$ cat src/rtl/sc_rx_pkg.sv
package sc_rx_pkg;

  localparam int CHAR_BITS = 8;
  localparam logic [3:0] STOP_SLOT = 4'd10;

  typedef enum logic {RX_IDLE, RX_BUSY} rx_state_t;

  // even parity over data and parity bit: result 1 means correct
  function automatic logic even_ok(input logic [CHAR_BITS-1:0] d, input logic p);
    return ~(^{d, p});
  endfunction

  // slots 1..9 carry data bits then parity
  function automatic logic is_payload(input logic [3:0] slot);
    return (slot >= 4'd1) && (slot <= 4'd9);
  endfunction

  // saturating increment of the T=0 error count
  function automatic logic [3:0] count_up(input logic [3:0] c);
    return (c == 4'hF) ? c : c + 4'd1;
  endfunction

  // T=0 limit test: exceeded when count is strictly above limit
  function automatic logic over_limit(input logic [3:0] c, input logic [2:0] lim);
    return c > {1'b0, lim};
  endfunction

endpackage

$ cat src/rtl/sc_rx_sync.sv
module sc_rx_sync (
  input  logic clk,
  input  logic rst_n,
  input  logic din,
  output logic dout
);
  logic s1;
  always_ff @(posedge clk or negedge rst_n) begin
    if (!rst_n) begin
      s1   <= 1'b1;
      dout <= 1'b1;
    end else begin
      s1   <= din;
      dout <= s1;
    end
  end
endmodule

$ cat src/rtl/sc_rx_frame.sv
module sc_rx_frame
  import sc_rx_pkg::*;
#(
  parameter int ETU_TICKS = 8
) (
  input  logic                 clk,
  input  logic                 rst_n,
  input  logic                 tick,
  input  logic                 line,
  output logic                 done,
  output logic [CHAR_BITS-1:0] data,
  output logic                 par_bad,
  output logic                 stop_bad
);
  localparam int PW = (ETU_TICKS > 2) ? $clog2(ETU_TICKS) : 1;
  localparam logic [PW-1:0] PH_LAST = PW'(ETU_TICKS - 1);
  localparam logic [PW-1:0] PH_HALF = PW'(ETU_TICKS / 2);
  localparam logic [PW-1:0] PH_QTR  = PW'(ETU_TICKS / 4);

  rx_state_t      st;
  logic [PW-1:0]  phase, ph_nxt;
  logic [3:0]     slot, slot_nxt;
  logic           line_prev;
  logic [CHAR_BITS:0] shreg;

  always_comb begin
    ph_nxt   = (phase == PH_LAST) ? '0 : phase + 1'b1;
    slot_nxt = (phase == PH_LAST) ? slot + 4'd1 : slot;
  end

  always_ff @(posedge clk or negedge rst_n) begin
    if (!rst_n) begin
      st        <= RX_IDLE;
      phase     <= '0;
      slot      <= '0;
      line_prev <= 1'b1;
      shreg     <= '0;
      stop_bad  <= 1'b0;
      done      <= 1'b0;
    end else begin
      done <= 1'b0;
      if (tick) begin
        line_prev <= line;
        if (st == RX_IDLE) begin
          if (line_prev && !line) begin
            st    <= RX_BUSY;
            phase <= '0;
            slot  <= '0;
          end
        end else begin
          phase <= ph_nxt;
          slot  <= slot_nxt;
          if (slot_nxt == 4'd0 && ph_nxt == PH_HALF && line)
            st <= RX_IDLE;
          if (is_payload(slot_nxt) && ph_nxt == PH_HALF)
            shreg <= {line, shreg[CHAR_BITS:1]};
          if (slot_nxt == STOP_SLOT && ph_nxt == PH_QTR)
            stop_bad <= !line;
          if (slot_nxt == STOP_SLOT && ph_nxt == PH_HALF) begin
            done <= 1'b1;
            st   <= RX_IDLE;
          end
        end
      end
    end
  end

  assign data    = shreg[CHAR_BITS-1:0];
  assign par_bad = !even_ok(shreg[CHAR_BITS-1:0], shreg[CHAR_BITS]);

endmodule

$ cat src/rtl/sc_rx_fifo.sv
module sc_rx_fifo #(
  parameter int DEPTH = 8,
  parameter int WIDTH = 8
) (
  input  logic             clk,
  input  logic             rst_n,
  input  logic             push,
  input  logic [WIDTH-1:0] wdata,
  input  logic             pop,
  output logic [WIDTH-1:0] head,
  output logic             empty,
  output logic             full
);
  localparam int AW = (DEPTH > 1) ? $clog2(DEPTH) : 1;

  logic [WIDTH-1:0] mem [DEPTH];
  logic [AW:0]      wp, rp;
  logic             do_push, do_pop;

  assign empty   = (wp == rp);
  assign full    = (wp[AW-1:0] == rp[AW-1:0]) && (wp[AW] != rp[AW]);
  assign do_push = push && !full;
  assign do_pop  = pop && !empty;
  assign head    = mem[rp[AW-1:0]];

  always_ff @(posedge clk or negedge rst_n) begin
    if (!rst_n) begin
      wp <= '0;
      rp <= '0;
    end else begin
      if (do_push) wp <= wp + 1'b1;
      if (do_pop)  rp <= rp + 1'b1;
    end
  end

  for (genvar i = 0; i < DEPTH; i++) begin : g_cell
    always_ff @(posedge clk or negedge rst_n) begin
      if (!rst_n)
        mem[i] <= '0;
      else if (do_push && wp[AW-1:0] == AW'(i))
        mem[i] <= wdata;
    end
  end
endmodule

$ cat src/rtl/sc_rx_errstat.sv
module sc_rx_errstat
  import sc_rx_pkg::*;
(
  input  logic       clk,
  input  logic       rst_n,
  input  logic       char_done,
  input  logic       par_bad,
  input  logic       stop_bad,
  input  logic       fifo_full,
  input  logic       cfg_load,
  input  logic       cfg_t1,
  input  logic [2:0] cfg_limit,
  input  logic       stat_rd,
  output logic       t1_q,
  output logic       want_store,
  output logic       fifo_push,
  output logic       flag_parity,
  output logic       flag_frame,
  output logic       flag_overrun
);
  logic [2:0] limit_q;
  logic [3:0] perr_cnt, cnt_nxt;
  logic       t0_err, pe_hit, fe_hit, ovr_hit;

  assign t0_err     = char_done && par_bad && !t1_q;
  assign cnt_nxt    = count_up(perr_cnt);
  assign want_store = char_done && (t1_q || !par_bad);
  assign fifo_push  = want_store && !fifo_full;
  assign ovr_hit    = want_store && fifo_full;
  assign fe_hit     = char_done && stop_bad;
  assign pe_hit     = char_done && par_bad &&
                      (t1_q || over_limit(cnt_nxt, limit_q));

  always_ff @(posedge clk or negedge rst_n) begin
    if (!rst_n) begin
      t1_q     <= 1'b0;
      limit_q  <= '0;
      perr_cnt <= '0;
    end else if (cfg_load) begin
      t1_q     <= cfg_t1;
      limit_q  <= cfg_limit;
      perr_cnt <= '0;
    end else if (t0_err) begin
      perr_cnt <= cnt_nxt;
    end
  end

  always_ff @(posedge clk or negedge rst_n) begin
    if (!rst_n) begin
      flag_parity  <= 1'b0;
      flag_frame   <= 1'b0;
      flag_overrun <= 1'b0;
    end else begin
      flag_parity  <= (flag_parity  && !stat_rd) || pe_hit;
      flag_frame   <= (flag_frame   && !stat_rd) || fe_hit;
      flag_overrun <= (flag_overrun && !stat_rd) || ovr_hit;
    end
  end
endmodule

$ cat src/rtl/sc_char_rx.sv
module sc_char_rx
  import sc_rx_pkg::*;
#(
  parameter int ETU_TICKS  = 8,
  parameter int FIFO_DEPTH = 8
) (
  input  logic       clk,
  input  logic       rst_n,
  input  logic       tick,
  input  logic       line_in,
  input  logic       cfg_load,
  input  logic       cfg_t1,
  input  logic [2:0] cfg_limit,
  input  logic       stat_rd,
  output logic       flag_parity,
  output logic       flag_frame,
  output logic       flag_overrun,
  output logic       irq,
  input  logic       rx_pop,
  output logic [7:0] rx_data,
  output logic       rx_empty,
  output logic       rx_full
);
  logic                 line_s;
  logic                 char_done, par_bad, stop_bad;
  logic [CHAR_BITS-1:0] char_data;
  logic                 t1_q, want_store, fifo_push, fifo_full;

  sc_rx_sync u_sync (
    .clk(clk), .rst_n(rst_n), .din(line_in), .dout(line_s)
  );

  sc_rx_frame #(.ETU_TICKS(ETU_TICKS)) u_frame (
    .clk(clk), .rst_n(rst_n), .tick(tick), .line(line_s),
    .done(char_done), .data(char_data), .par_bad(par_bad), .stop_bad(stop_bad)
  );

  sc_rx_errstat u_stat (
    .clk(clk), .rst_n(rst_n), .char_done(char_done), .par_bad(par_bad),
    .stop_bad(stop_bad), .fifo_full(fifo_full), .cfg_load(cfg_load),
    .cfg_t1(cfg_t1), .cfg_limit(cfg_limit), .stat_rd(stat_rd),
    .t1_q(t1_q), .want_store(want_store), .fifo_push(fifo_push),
    .flag_parity(flag_parity), .flag_frame(flag_frame),
    .flag_overrun(flag_overrun)
  );

  sc_rx_fifo #(.DEPTH(FIFO_DEPTH), .WIDTH(CHAR_BITS)) u_fifo (
    .clk(clk), .rst_n(rst_n), .push(fifo_push), .wdata(char_data),
    .pop(rx_pop), .head(rx_data), .empty(rx_empty), .full(fifo_full)
  );

  assign rx_full = fifo_full;
  assign irq     = flag_parity || flag_frame || flag_overrun;

endmodule

$ cat config.mk
export PLATFORM = sky130hd
export DESIGN_NAME = sc_char_rx
export DESIGN_NICKNAME = d
export VERILOG_FILES = /design/src/rtl/sc_rx_pkg.sv /design/src/rtl/sc_rx_sync.sv /design/src/rtl/sc_rx_frame.sv /design/src/rtl/sc_rx_fifo.sv /design/src/rtl/sc_rx_errstat.sv /design/src/rtl/sc_char_rx.sv
export SDC_FILE = /design/constraint.sdc
export NUM_CORES = 1
export LEC_CHECK = 0
export BUFFER_PORTS_ARGS = -buffer_cell sky130_fd_sc_hd__clkbuf_2
export CAP_MARGIN = 20
export CORE_MARGIN = 2
export CORE_UTILIZATION = 65
export DETAILED_ROUTE_END_ITERATION = 10
export PLACE_DENSITY = 0.82
export SYNTH_ARGS = -nofsm -noshare
export SYNTH_HDL_FRONTEND = slang
export SYNTH_SLANG_ARGS = --single-unit
$ cat constraint.sdc
create_clock -name clk -period 5.5 [get_ports clk]
set_clock_uncertainty 0.2 [all_clocks]
set_input_delay 0.825 -clock clk [delete_from_list [all_inputs] [get_ports clk]]
set_output_delay 0.825 -clock clk [all_outputs]
set_load 0.03 [all_outputs]
Word-level counts from Yosys, hierarchy flattened
Cells that the tools add are included.

operators by class
  $add $sub $neg = 5
  multiply operators = 0
  divide/modulo/power cells = 0
  magnitude comparators = 4
  eq/ne operators = 15
  shifts and indexed selects = 0
  mux-type cells = 19
  bitwise operators = 1
  reduce and logical (&&, ||, !) cells = 49

operator list
  kind                 count
  $logic_and 1x1->1    28
  $bmux 8 s3           1
  $mux 4               6
  $eq 3x3->1 const B   6
  $add 4x1->4 const B  4
  $mux 8               2
  $eq 3x2->1 const B   3
  $mux 3               3
  $reduce_xor 9->1     1
  $eq 4x4->1 const B   2
  $logic_or 1x1->1     7
  $mux 1               7
  $logic_not 1->1      6
  $reduce_and 3->1     2
  $eq 4x4->1           1
  $ge 4x1->1 const B   1
  $ge 4x4->1 const B   1
  $gt 4x3->1           1
  $le 4x4->1 const B   1
  $logic_not 4->1      1
  $not 3->4            1
  $reduce_bool 2->1    2
  $add 3x1->3 const B  1
  $eq 3x1->1 const B   1
  4 further kinds      4

word-level totals
  register bits after elaboration = 105
  latch bits = 0
  memory bits (writable) = 0
  ROM bits = 0
  output and inout port bits = 14
  word-level logic and storage cells = 118
  memories = 0

Longest topological paths before layout
Gate-level depths: netlist of the first run.

  depth after elaboration = 8
  gate-level depth with buffers = 9

Cells and area by module
From an unflattened synthesis of the first run, not the netlist that was laid out.

unflattened totals
  cells, all modules = 428
  area total of the unflattened synthesis = 5,754.3 µm²

by module, submodules not included
  module         times used  cells an instance  area each (µm²)
  sc_rx_fifo     1           217                3,623.5
  sc_rx_frame    1           140                1,422.6
  sc_rx_errstat  1           68                 649.4
  sc_rx_sync     1           2                  52.6
  sc_char_rx     1           1                  6.3

Worst setup path after synthesis of the first run
No wires, ideal clock.

  path type = register -> output
  start point = reg u_fifo.rp[0]
  end point = out rx_data[0]
  arrival = 1.785 ns
  data required time = 4.475 ns
  slack = 2.690 ns
  cell stages (with the launch flop) = 5
  path buffers = 2
  cell sequence = dfrtp_1 -> buf_2 -> buf_2 -> mux4_2 -> mux2_2

on the way
  longest elaborated chain between the ends = 4

RTL lines
  what                                        RTL line          text
  from (decl)                                 sc_rx_fifo.sv:17  logic [AW:0] wp, rp;
  from (signal assigned)                      sc_rx_fifo.sv:32  if (do_pop) rp <= rp + 1'b1;
  $not 3->4 (not written as such)             sc_rx_fifo.sv:24  assign head = mem[rp[AW-1:0]];
  $bmux 8 s3                                  sc_rx_fifo.sv:24
  $mux 8 (not written as such) (2 in series)  sc_rx_fifo.sv:24
  to (decl)                                   sc_char_rx.sv:20  output logic [7:0] rx_data,

Every way passes these cells. The select of a mux whose other input is x is not followed.

Worst setup path in the final report of the first run
  start point = reg u_fifo.rp[0]
  end point = out rx_full

on the way
  longest elaborated chain between the ends = 2

RTL lines
  what               RTL line          text
  $eq 3x3->1         sc_rx_fifo.sv:21  assign full = (wp[AW-1:0] == rp[AW-1:0]) && (wp[AW] != rp[AW]);
  $logic_and 1x1->1  sc_rx_fifo.sv:21
  to (decl)          sc_char_rx.sv:22  output logic rx_full

Every way passes these cells.

==> impl_metrics.toml, run 1 <==
[synthesis]
synthArstFlopShare = 1.00
synth_area_um2 = 5220
synth_cells = 369
synth-seq-cells = 105
synth.distinct_cells = 47
yosys.area.top_type = "dfrtp_1"
synth_top_area_frac = 0.489
synthTopCellsByArea = "dfrtp_1, mux2_2, mux4_2, ha_1, nand4_4"
syn-num-nets = 394
avgSynthCellArea_um2 = 14.1
synth-edff-count = 0
yosysSeqAreaShare = 0.504
yosysWarnings = 0
synth_flop_cell = "dfrtp_1"

[die]
dieArea_um2 = 8760
core_area_um2 = 7770
ios = 25
die_h_um = 93.6
start_util = 0.672
rows = 32
die_w_um = 93.6

[critical_path]
r2r_cells = 6
r2r-end = "u_fifo.mem[29]$_DFFE_PN0P_"
critPathRequiredTime_ps = 4470
cp_num_cells = 5
slowest_stage = "nand4b_1"
path_class = "reg2out"
crit-reg2reg-launch = "u_fifo.rp[0]$_DFFE_PN0P_"
crit_arrival_ps = 2890
r2r_slack_ps = 2110
worst-path-buf-inv = 3
slowest_delay_ps = 740
endpoint = "rx_full"
cp_top_family = "buffers and inverters"
setup.worst_path.start = "u_fifo.rp[0]$_DFFE_PN0P_"
crit_path_max_fanout = 12
crit_chain = "buf_4, xnor2_1, nand4b_1, inv_1, clkbuf_2"
start_kind = "flip-flop"
setup.worst_path.end_class = "output port"

[pwr]
powerDensity_nw_per_um2 = 280
ir_drop_mv = 0.194
leakagePower_nw = 2.70

[cells_and_area]
nNetsFinal = 414
synthToLayoutAreaGrowth_pct = 7.27
nFillCells = 537
utilization = 0.720
layout.cells.most_common_list = "dfrtp_1, mux2_2, clkbuf_2, mux4_2, nand2_1"
final_common_cell = "dfrtp_1"
num_antenna_cells = 0
drive_gt1_frac = 0.405
fin_cells = 495

[clock_tree]
cts_resized = 0
clkSlewWorstSetupHoldPaths_ps = 100
post-cts-setup-buffer-count = 0
cts_hold_buf = 0
cts_buffers = 9
clk_latency_ps = 370
cts-root-buf = "clkbuf_8"
cts_sinks = 105
cts_tree = "yes"
clockBufferDepth = 2
ctsHtreeMaxLevel = 3

[timing]
maxSlewViolCount = 0
setup_ws_ps = 1590
min_period_ps = 3910
setup_viol = 0
finalCritPeriodShare = 0.712
fin_tns_setup_ps = 0
rsz0062_at_grt = "no"
whs_ps = 153
tightestPinTransition_ps = 917
relSlewSlack = 0.386
finalHoldViolations = 0
clock.fmax_ghz = 0.256

[global_route]
antenna_found_initial = 0
globalRouteTotalUtil = 0.241
grt_pass1_vias = 3103
gr-total-overflow = 0
grt_start_max_net_pins = 66
grt_pass1_wl_um = 15900

[hold_path]
hold_path_class = "reg2reg"
hold_start = "u_sync.s1$_DFF_PN1_"

[flow_run]
cap_viol_max_count = 0

[run_status]
status = "finished clean"

[routing]
wl_per_cell_um = 19.1
viasPerCell = 5.98
ant_nets = 0
drt_iter0_drc = 75
drc = 0
drtPass1Iterations = 4
totalWireLength_um = 9460
vias = 2959

[placed_design]
place_hpwl_um = 6260
post-place-cells = 480
port_buffers = 24
dp_slack_ps = 1970
globalplace.congestion = 0.790
## metal layers
metal  GRT usage  vias to the layer above  share of wire  routed length, um
met3      0.0548                       10          0.025                232
met2       0.408                       35           0.51               4840
met5           0                        -              0                  0
met1       0.320                     1543           0.45               4300
li1            -                     1371              -                  -
met4      0.0616                        0          0.010                 95
## state kept, by name, summed over array words and instances (netlist names)
register             cells
u_fifo.mem              64
u_stat.flag_parity       1
u_sync.s1                1
u_frame.slot             4
u_stat.perr_cnt          4
u_fifo.rp                4
u_stat.flag_overrun      1
u_frame.st               1
u_stat.limit_q           3
u_frame.stop_bad         1
u_fifo.wp                4
u_stat.t1_q              1
u_frame.done             1
u_frame.phase            3
u_stat.flag_frame        1
u_sync.dout              1
u_frame.shreg            9
u_frame.line_prev        1
## cell usage after synthesis (all sizes together), types with 2 or more instances
master,n
a21o,2
a21oi,4
a22o,2
a31o,2
and3,4
buf,8
clkbuf,10
dfrtp,102
dfstp,3
ha,14
inv,12
mux2,87
mux2i,7
mux4,16
nand2,16
nand3,9
nand4,9
nand4b,3
nor2,10
nor2b,5
nor3,2
o21ai,9
o31ai,2
xnor2,12
xnor3,2
xor2,5
## worst min-delay path by stage
stage | end | slack [ps] | cells after the start
floorplan | u_sync.dout$_DFF_PN1_ | 150 | 0
global placement | u_sync.dout$_DFF_PN1_ | 150 | 0
detailed placement | u_sync.dout$_DFF_PN1_ | 150 | 0
CTS | u_sync.dout$_DFF_PN1_ | 160 | 0
global route | u_sync.dout$_DFF_PN1_ | 170 | 0
finish | u_sync.dout$_DFF_PN1_ | 150 | 0
## power breakdown
group	leakage, nW	total (W)	switching [W]	internal [W]
Combinational	1.18	0.000251	0.000140	0.000112
Clock	0.0844	0.000459	0.000252	0.000207
Sequential	1.43	0.000854	0.0000480	0.000806
Total	2.70	0.00156	0.000439	0.00113
## kinds of logic after synthesis
family                     after synthesis  share of synthesized area
AOI/OAI and AO/OA                       25                     0.0314
xor gates and xnor gates                19                     0.0374
adders and majority gates               14                     0.0336
buffers and inverters                   30                     0.0252
DFF                                    105                      0.504
muxes                                  110                      0.278
and+or+nand+nor                         66                     0.0895
## metrics by stage
step           cell area [um2]  power, W
4_1_cts                   5600   0.00158
2_1_floorplan             5220   0.00106
5_1_grt                   5600   0.00165
3_5_place_dp              5410   0.00112
6_report                  5600   0.00156
3_3_place_gp              5400   0.00110
## cell type report
cell class / count / area, um2 / share of cell area
clock buffer: 10 / 128 / 0.0228
timing repair buffer: 27 / 149 / 0.0266
sequential: 105 / 2630 / 0.470
inverter: 12 / 45.0 / 0.00805
multi-input combinational: 234 / 2460 / 0.439
tap: 102 / 128 / 0.0228
clock inverter: 5 / 57.6 / 0.0103
Note: power is estimated with default switching activity, not from simulation.
==> run 2, diff against run 1 <==
--- a/config.mk
+++ b/config.mk
@@ -8,9 +8,9 @@
 export BUFFER_PORTS_ARGS = -buffer_cell sky130_fd_sc_hd__clkbuf_2
 export CAP_MARGIN = 20
 export CORE_MARGIN = 2
-export CORE_UTILIZATION = 65
+export CORE_UTILIZATION = 61
 export DETAILED_ROUTE_END_ITERATION = 10
-export PLACE_DENSITY = 0.82
+export PLACE_DENSITY = 0.77
 export SYNTH_ARGS = -nofsm -noshare
 export SYNTH_HDL_FRONTEND = slang
 export SYNTH_SLANG_ARGS = --single-unit
==> constraint.sdc (replaced) <==
create_clock -name clk -period 3.7 [get_ports clk]
set_clock_uncertainty 0.2 [all_clocks]
set_input_delay 0.555 -clock clk [delete_from_list [all_inputs] [get_ports clk]]
set_output_delay 0.555 -clock clk [all_outputs]
set_load 0.03 [all_outputs]
==> impl_metrics.toml, run 2 (synthesis gave the netlist of run 1 again) <==
[cells_and_area]
top_register = "u_fifo.mem"
synthToLayoutAreaGrowth_pct = 7.65
layout.cells.most_common_list = "dfrtp_1, mux2_2, clkbuf_2, mux4_2, nand2_1"
final_common_cell = "dfrtp_1"
nFillCells = 621
largest_reg_flops = 64
stdcell_area_um2 = 5620
drive_gt1_frac = 0.407
nNetsFinal = 417
top_regs = "u_fifo.mem: 64 flops, u_frame.shreg: 9 flops"
num_antenna_cells = 0

[pwr]
p_int_w = 0.00163
ir_drop_mv = 0.250
leakagePower_nw = 2.71
switching_share = 0.287
powerDensity_nw_per_um2 = 406
netSwitchingPower_w = 0.000655
seq_power_share = 0.557
p_clk_frac = 0.280
comb_power_share = 0.163

[clock_tree]
cts-root-buf = "clkbuf_8"
cts_buffers = 9
post-cts-setup-buffer-count = 0
clkSlewWorstSetupHoldPaths_ps = 100
clockBufferDepth = 2
cts_tree = "yes"
clk_latency_ps = 360
cts_sinks = 105
cts_resized = 0
ctsHtreeMaxLevel = 3
cts_hold_buf = 0

[critical_path]
cp_num_cells = 4
worst-path-buf-inv = 2
r2r-end = "u_fifo.mem[4]$_DFFE_PN0P_"
r2r_cells = 6
slowest_stage = "dfrtp_1"
r2r_slack_ps = 950
crit_chain = "buf_4, mux4_2, mux2_2, clkbuf_2"
setup.worst_path.start = "u_fifo.rp[0]$_DFFE_PN0P_"
crit-reg2reg-launch = "u_frame.shreg[4]$_DFFE_PN0P_"
path_class = "reg2out"
endpoint = "rx_data[3]"
cp_top_family = "multiplexers"
critPathRequiredTime_ps = 2940
setup.worst_path.end_class = "output port"
start_kind = "flip-flop"
crit_arrival_ps = 2340
slowest_delay_ps = 620
crit_path_max_fanout = 12

[die]
die_w_um = 96.5
die_h_um = 96.5
core_area_um2 = 8260
dieArea_um2 = 9310
start_util = 0.632
rows = 33
ios = 25

[timing]
relSlewSlack = 0.561
finalHoldViolations = 0
maxSlewViolCount = 0
tightestPinTransition_ps = 658
whs_ps = 19.1
fin_tns_setup_ps = 0
min_period_ps = 3090
clock.fmax_ghz = 0.324
finalCritPeriodShare = 0.835
rsz0062_at_grt = "no"
setup_viol = 0

[routing]
drtPass1Iterations = 4
wl_per_cell_um = 19.0
totalWireLength_um = 9520
drc = 0
vias = 3039
viasPerCell = 6.07
ant_nets = 0
drt_iter0_drc = 102

[run_status]
status = "finished clean"

[global_route]
grt_pass1_wl_um = 15800
antenna_found_initial = 0
grt_start_max_net_pins = 56
grt_pass1_vias = 3121
gr-total-overflow = 0
globalRouteTotalUtil = 0.227

[hold_path]
hold_path_class = "in2async"

[flow_run]
cap_viol_max_count = 0

[placed_design]
globalplace.congestion = 0.752
placed_area_um2 = 5450
place_hpwl_um = 6460
port_buffers = 24
## run 2: changes by cell type in the layout (fill, tap and decap cells not counted), sizes merged
| cell | delta |
|---|---|
| clkinvlp | -2 |
| buf | +3 |
| bufinv | -1 |
| clkbuf | +2 |
| inv | +1 |
## run 2: power by group through the flow
stage               combinational (W)  sequential (W)  clock (W)
finish                       0.000372         0.00127   0.000638
global route                 0.000417         0.00128   0.000702
CTS                          0.000376         0.00127   0.000651
detailed placement           0.000375         0.00130          0
global placement             0.000355         0.00129          0
floorplan                    0.000310         0.00126          0
## run 2: worst reg2reg max path, cell delays in order, from the launching register on
cell	delay [ps]
dfrtp_1	570
xor2_1	190
xnor3_2	520
mux2i_2	200
buf_4	290
nand4_4	290
mux2_4	390
## run 2: layer usage
layer	global-route usage	vias up	part of all wire	wire length, um
met2	0.382	45	0.51	4840
met3	0.0349	14	0.024	227
li1	-	1394	-	-
met4	0.0669	0	0.014	130
met1	0.308	1586	0.45	4320
met5	0	-	0	0
## run 2: cell type report
| cell class | count | area [um2] | share of cell area |
|---|---|---|---|
| Multi-Input combinational cell | 234 | 2460 | 0.438 |
| Timing Repair Buffer | 30 | 180 | 0.0321 |
| Tap cell | 105 | 131 | 0.0234 |
| Inverter | 12 | 45.0 | 0.00802 |
| Sequential cell | 105 | 2630 | 0.469 |
| Clock inverter | 3 | 25.0 | 0.00446 |
| Clock buffer | 12 | 145 | 0.0258 |
## run 2: through the flow
stage	power (W)	setup WS, ps	utilization	std cells
floorplan	0.00157	1160	-	369
global placement	0.00164	1030	0.659	486
detailed placement	0.00167	941	0.659	486
CTS	0.00230	578	0.680	501
global route	0.00240	444	0.680	501
finish	0.00228	610	0.680	501
## run 2: worst min-delay path by stage
stage	cells after the start	slack, ps	endpoint	start
2_1_floorplan	0	60	u_fifo.mem[0]$_DFFE_PN0P_	rst_n
3_3_place_gp	0	150	u_sync.dout$_DFF_PN1_	u_sync.s1$_DFF_PN1_
3_5_place_dp	0	150	u_sync.dout$_DFF_PN1_	u_sync.s1$_DFF_PN1_
4_1_cts	1	40	u_fifo.mem[62]$_DFFE_PN0P_	rst_n
5_1_grt	1	50	u_sync.s1$_DFF_PN1_	line_in
6_report	1	20	u_fifo.mem[62]$_DFFE_PN0P_	rst_n
==> run 3, diff against run 2 <==
==> constraint.sdc (replaced) <==
create_clock -name clk -period 2.93 [get_ports clk]
set_clock_uncertainty 0.2 [all_clocks]
set_input_delay 0.4395 -clock clk [delete_from_list [all_inputs] [get_ports clk]]
set_output_delay 0.4395 -clock clk [all_outputs]
set_load 0.03 [all_outputs]
==> impl_metrics.toml, run 3 (synthesis gave the netlist of run 1 again) <==
[placed_design]
port_buffers = 24
globalplace.congestion = 0.737
place_hpwl_um = 6240
placed_area_um2 = 5480
dp_slack_ps = 245

[die]
core_area_um2 = 8260
ios = 25
dieArea_um2 = 9310
start_util = 0.632
die_w_um = 96.5
die_h_um = 96.5
rows = 33

[critical_path]
crit_arrival_ps = 2130
critPathRequiredTime_ps = 2290
crit_path_max_fanout = 16
setup.worst_path.start = "u_fifo.rp[0]$_DFFE_PN0P_"
path_class = "reg2out"
r2r_cells = 6
start_kind = "flip-flop"
setup.worst_path.end_class = "output port"
crit-reg2reg-launch = "u_frame.shreg[1]$_DFFE_PN0P_"

[global_route]
antenna_found_initial = 0
grt_pass1_vias = 3059
globalRouteTotalUtil = 0.228
grt_pass1_wl_um = 15500
gr-total-overflow = 0
grt_start_max_net_pins = 55

[hold_path]
hold_depth = 3
hold_start = "cfg_limit[2]"
hold_path_class = "in2reg"

[routing]
drt_iter0_drc = 75
ant_nets = 0
drc = 0
vias = 2924
drtPass1Iterations = 5
wl_per_cell_um = 18.4
viasPerCell = 5.79
totalWireLength_um = 9270

[timing]
maxSlewViolCount = 0
finalCritPeriodShare = 0.945
rsz0062_at_grt = "no"
setup_ws_ps = 161
finalHoldViolations = 0
setup_viol = 0
fin_tns_setup_ps = 0
tightestPinTransition_ps = 662
clock.fmax_ghz = 0.361
min_period_ps = 2770
relSlewSlack = 0.559

[pwr]
seq_power_share = 0.535
ir_drop_mv = 0.350
switching_share = 0.279
p_int_w = 0.00216
netSwitchingPower_w = 0.000837
p_total_w = 0.00300
p_clk_frac = 0.303
leakagePower_nw = 2.75
powerDensity_nw_per_um2 = 526
comb_power_share = 0.162

[clock_tree]
clk_latency_ps = 370
cts_resized = 0
post-cts-setup-buffer-count = 0
cts_sinks = 105
ctsHtreeMaxLevel = 3
clkSlewWorstSetupHoldPaths_ps = 100
cts-root-buf = "clkbuf_8"
cts_buffers = 9
cts_tree = "yes"
clockBufferDepth = 2

[cells_and_area]
layout.cells.most_common_list = "dfrtp_1, mux2_2, clkbuf_2, mux4_2, nand2_1"
synthToLayoutAreaGrowth_pct = 9.33
top_register = "u_fifo.mem"
top_regs = "u_fifo.mem: 64 flops, u_frame.shreg: 9 flops"
num_antenna_cells = 0
stdcell_area_um2 = 5700
nNetsFinal = 420
largest_reg_flops = 64
final_common_cell = "dfrtp_1"
drive_gt1_frac = 0.413

[run_status]
status = "finished clean"

[flow_run]
cap_viol_max_count = 0
run 3: cell types whose count changed in the layout (fill, tap and decap cells not counted), sizes merged:
cell,delta
bufinv,+1
inv,-1
clkinvlp,+1
clkinv,+2
dlygate4sd3,+2
clkbuf,-2
buf,+1
run 3: final timing paths:
path,end,slack [ps]
setup reg to reg,u_fifo.mem[35]$_DFFE_PN0P_,220
setup / recovery,rx_data[4],160
hold / removal,u_stat.limit_q[2]$_DFFE_PN0P_,80
max in group asynchronous,u_frame.line_prev$_DFFE_PN1P_,1310
min in group asynchronous,u_fifo.mem[22]$_DFFE_PN0P_,430
hold reg to reg,u_sync.dout$_DFF_PN1_,160
run 3: timing repair:
item / 4_1_cts / 5_1_grt
hold endpoints to repair: 52 / 0
setup endpoints to repair: 0 / 0
hold buffers: 2 / 0
run 3: critical path: stages, from the launching register on:
cell and delay [ps]:
dfrtp_1 510, buf_12 230, mux4_2 540, mux2_2 290
clkbuf_2 180
run 3: area by class of cell:
class | instances | area, um2
clock inverter | 6 | 67.6
timing repair buffer | 33 | 233
sequential | 105 | 2630
clock buffer | 10 | 138
tap | 105 | 131
fill | 582 | 2550
multi-input combinational | 234 | 2460
inverter | 12 | 45.0
run 3: per-stage QoR:
step,instances,hold slack (ps),utilization
floorplan,369,-56.1,-
global placement,487,146,0.663
detailed placement,487,148,0.663
CTS,505,65.0,0.691
global route,505,91.6,0.691
finish,505,76.9,0.691
run 3: metal layers:
metal | vias to the layer above | track usage | share of wire
met3 | 8 | 0.0450 | 0.027
met2 | 37 | 0.376 | 0.50
li1 | 1399 | - | -
met4 | 0 | 0.0599 | 0.0096
met1 | 1480 | 0.312 | 0.47
met5 | - | 0 | 0
run 3: power by group through the flow:
stage                     logic (W)  registers, W  clock network [W]
after floorplan            0.000391       0.00159                  0
after global placement     0.000475       0.00163                  0
after detailed placement   0.000489       0.00163                  0
after CTS                  0.000493       0.00161           0.000940
after global routing       0.000549       0.00162           0.000998
final                      0.000485       0.00161           0.000908
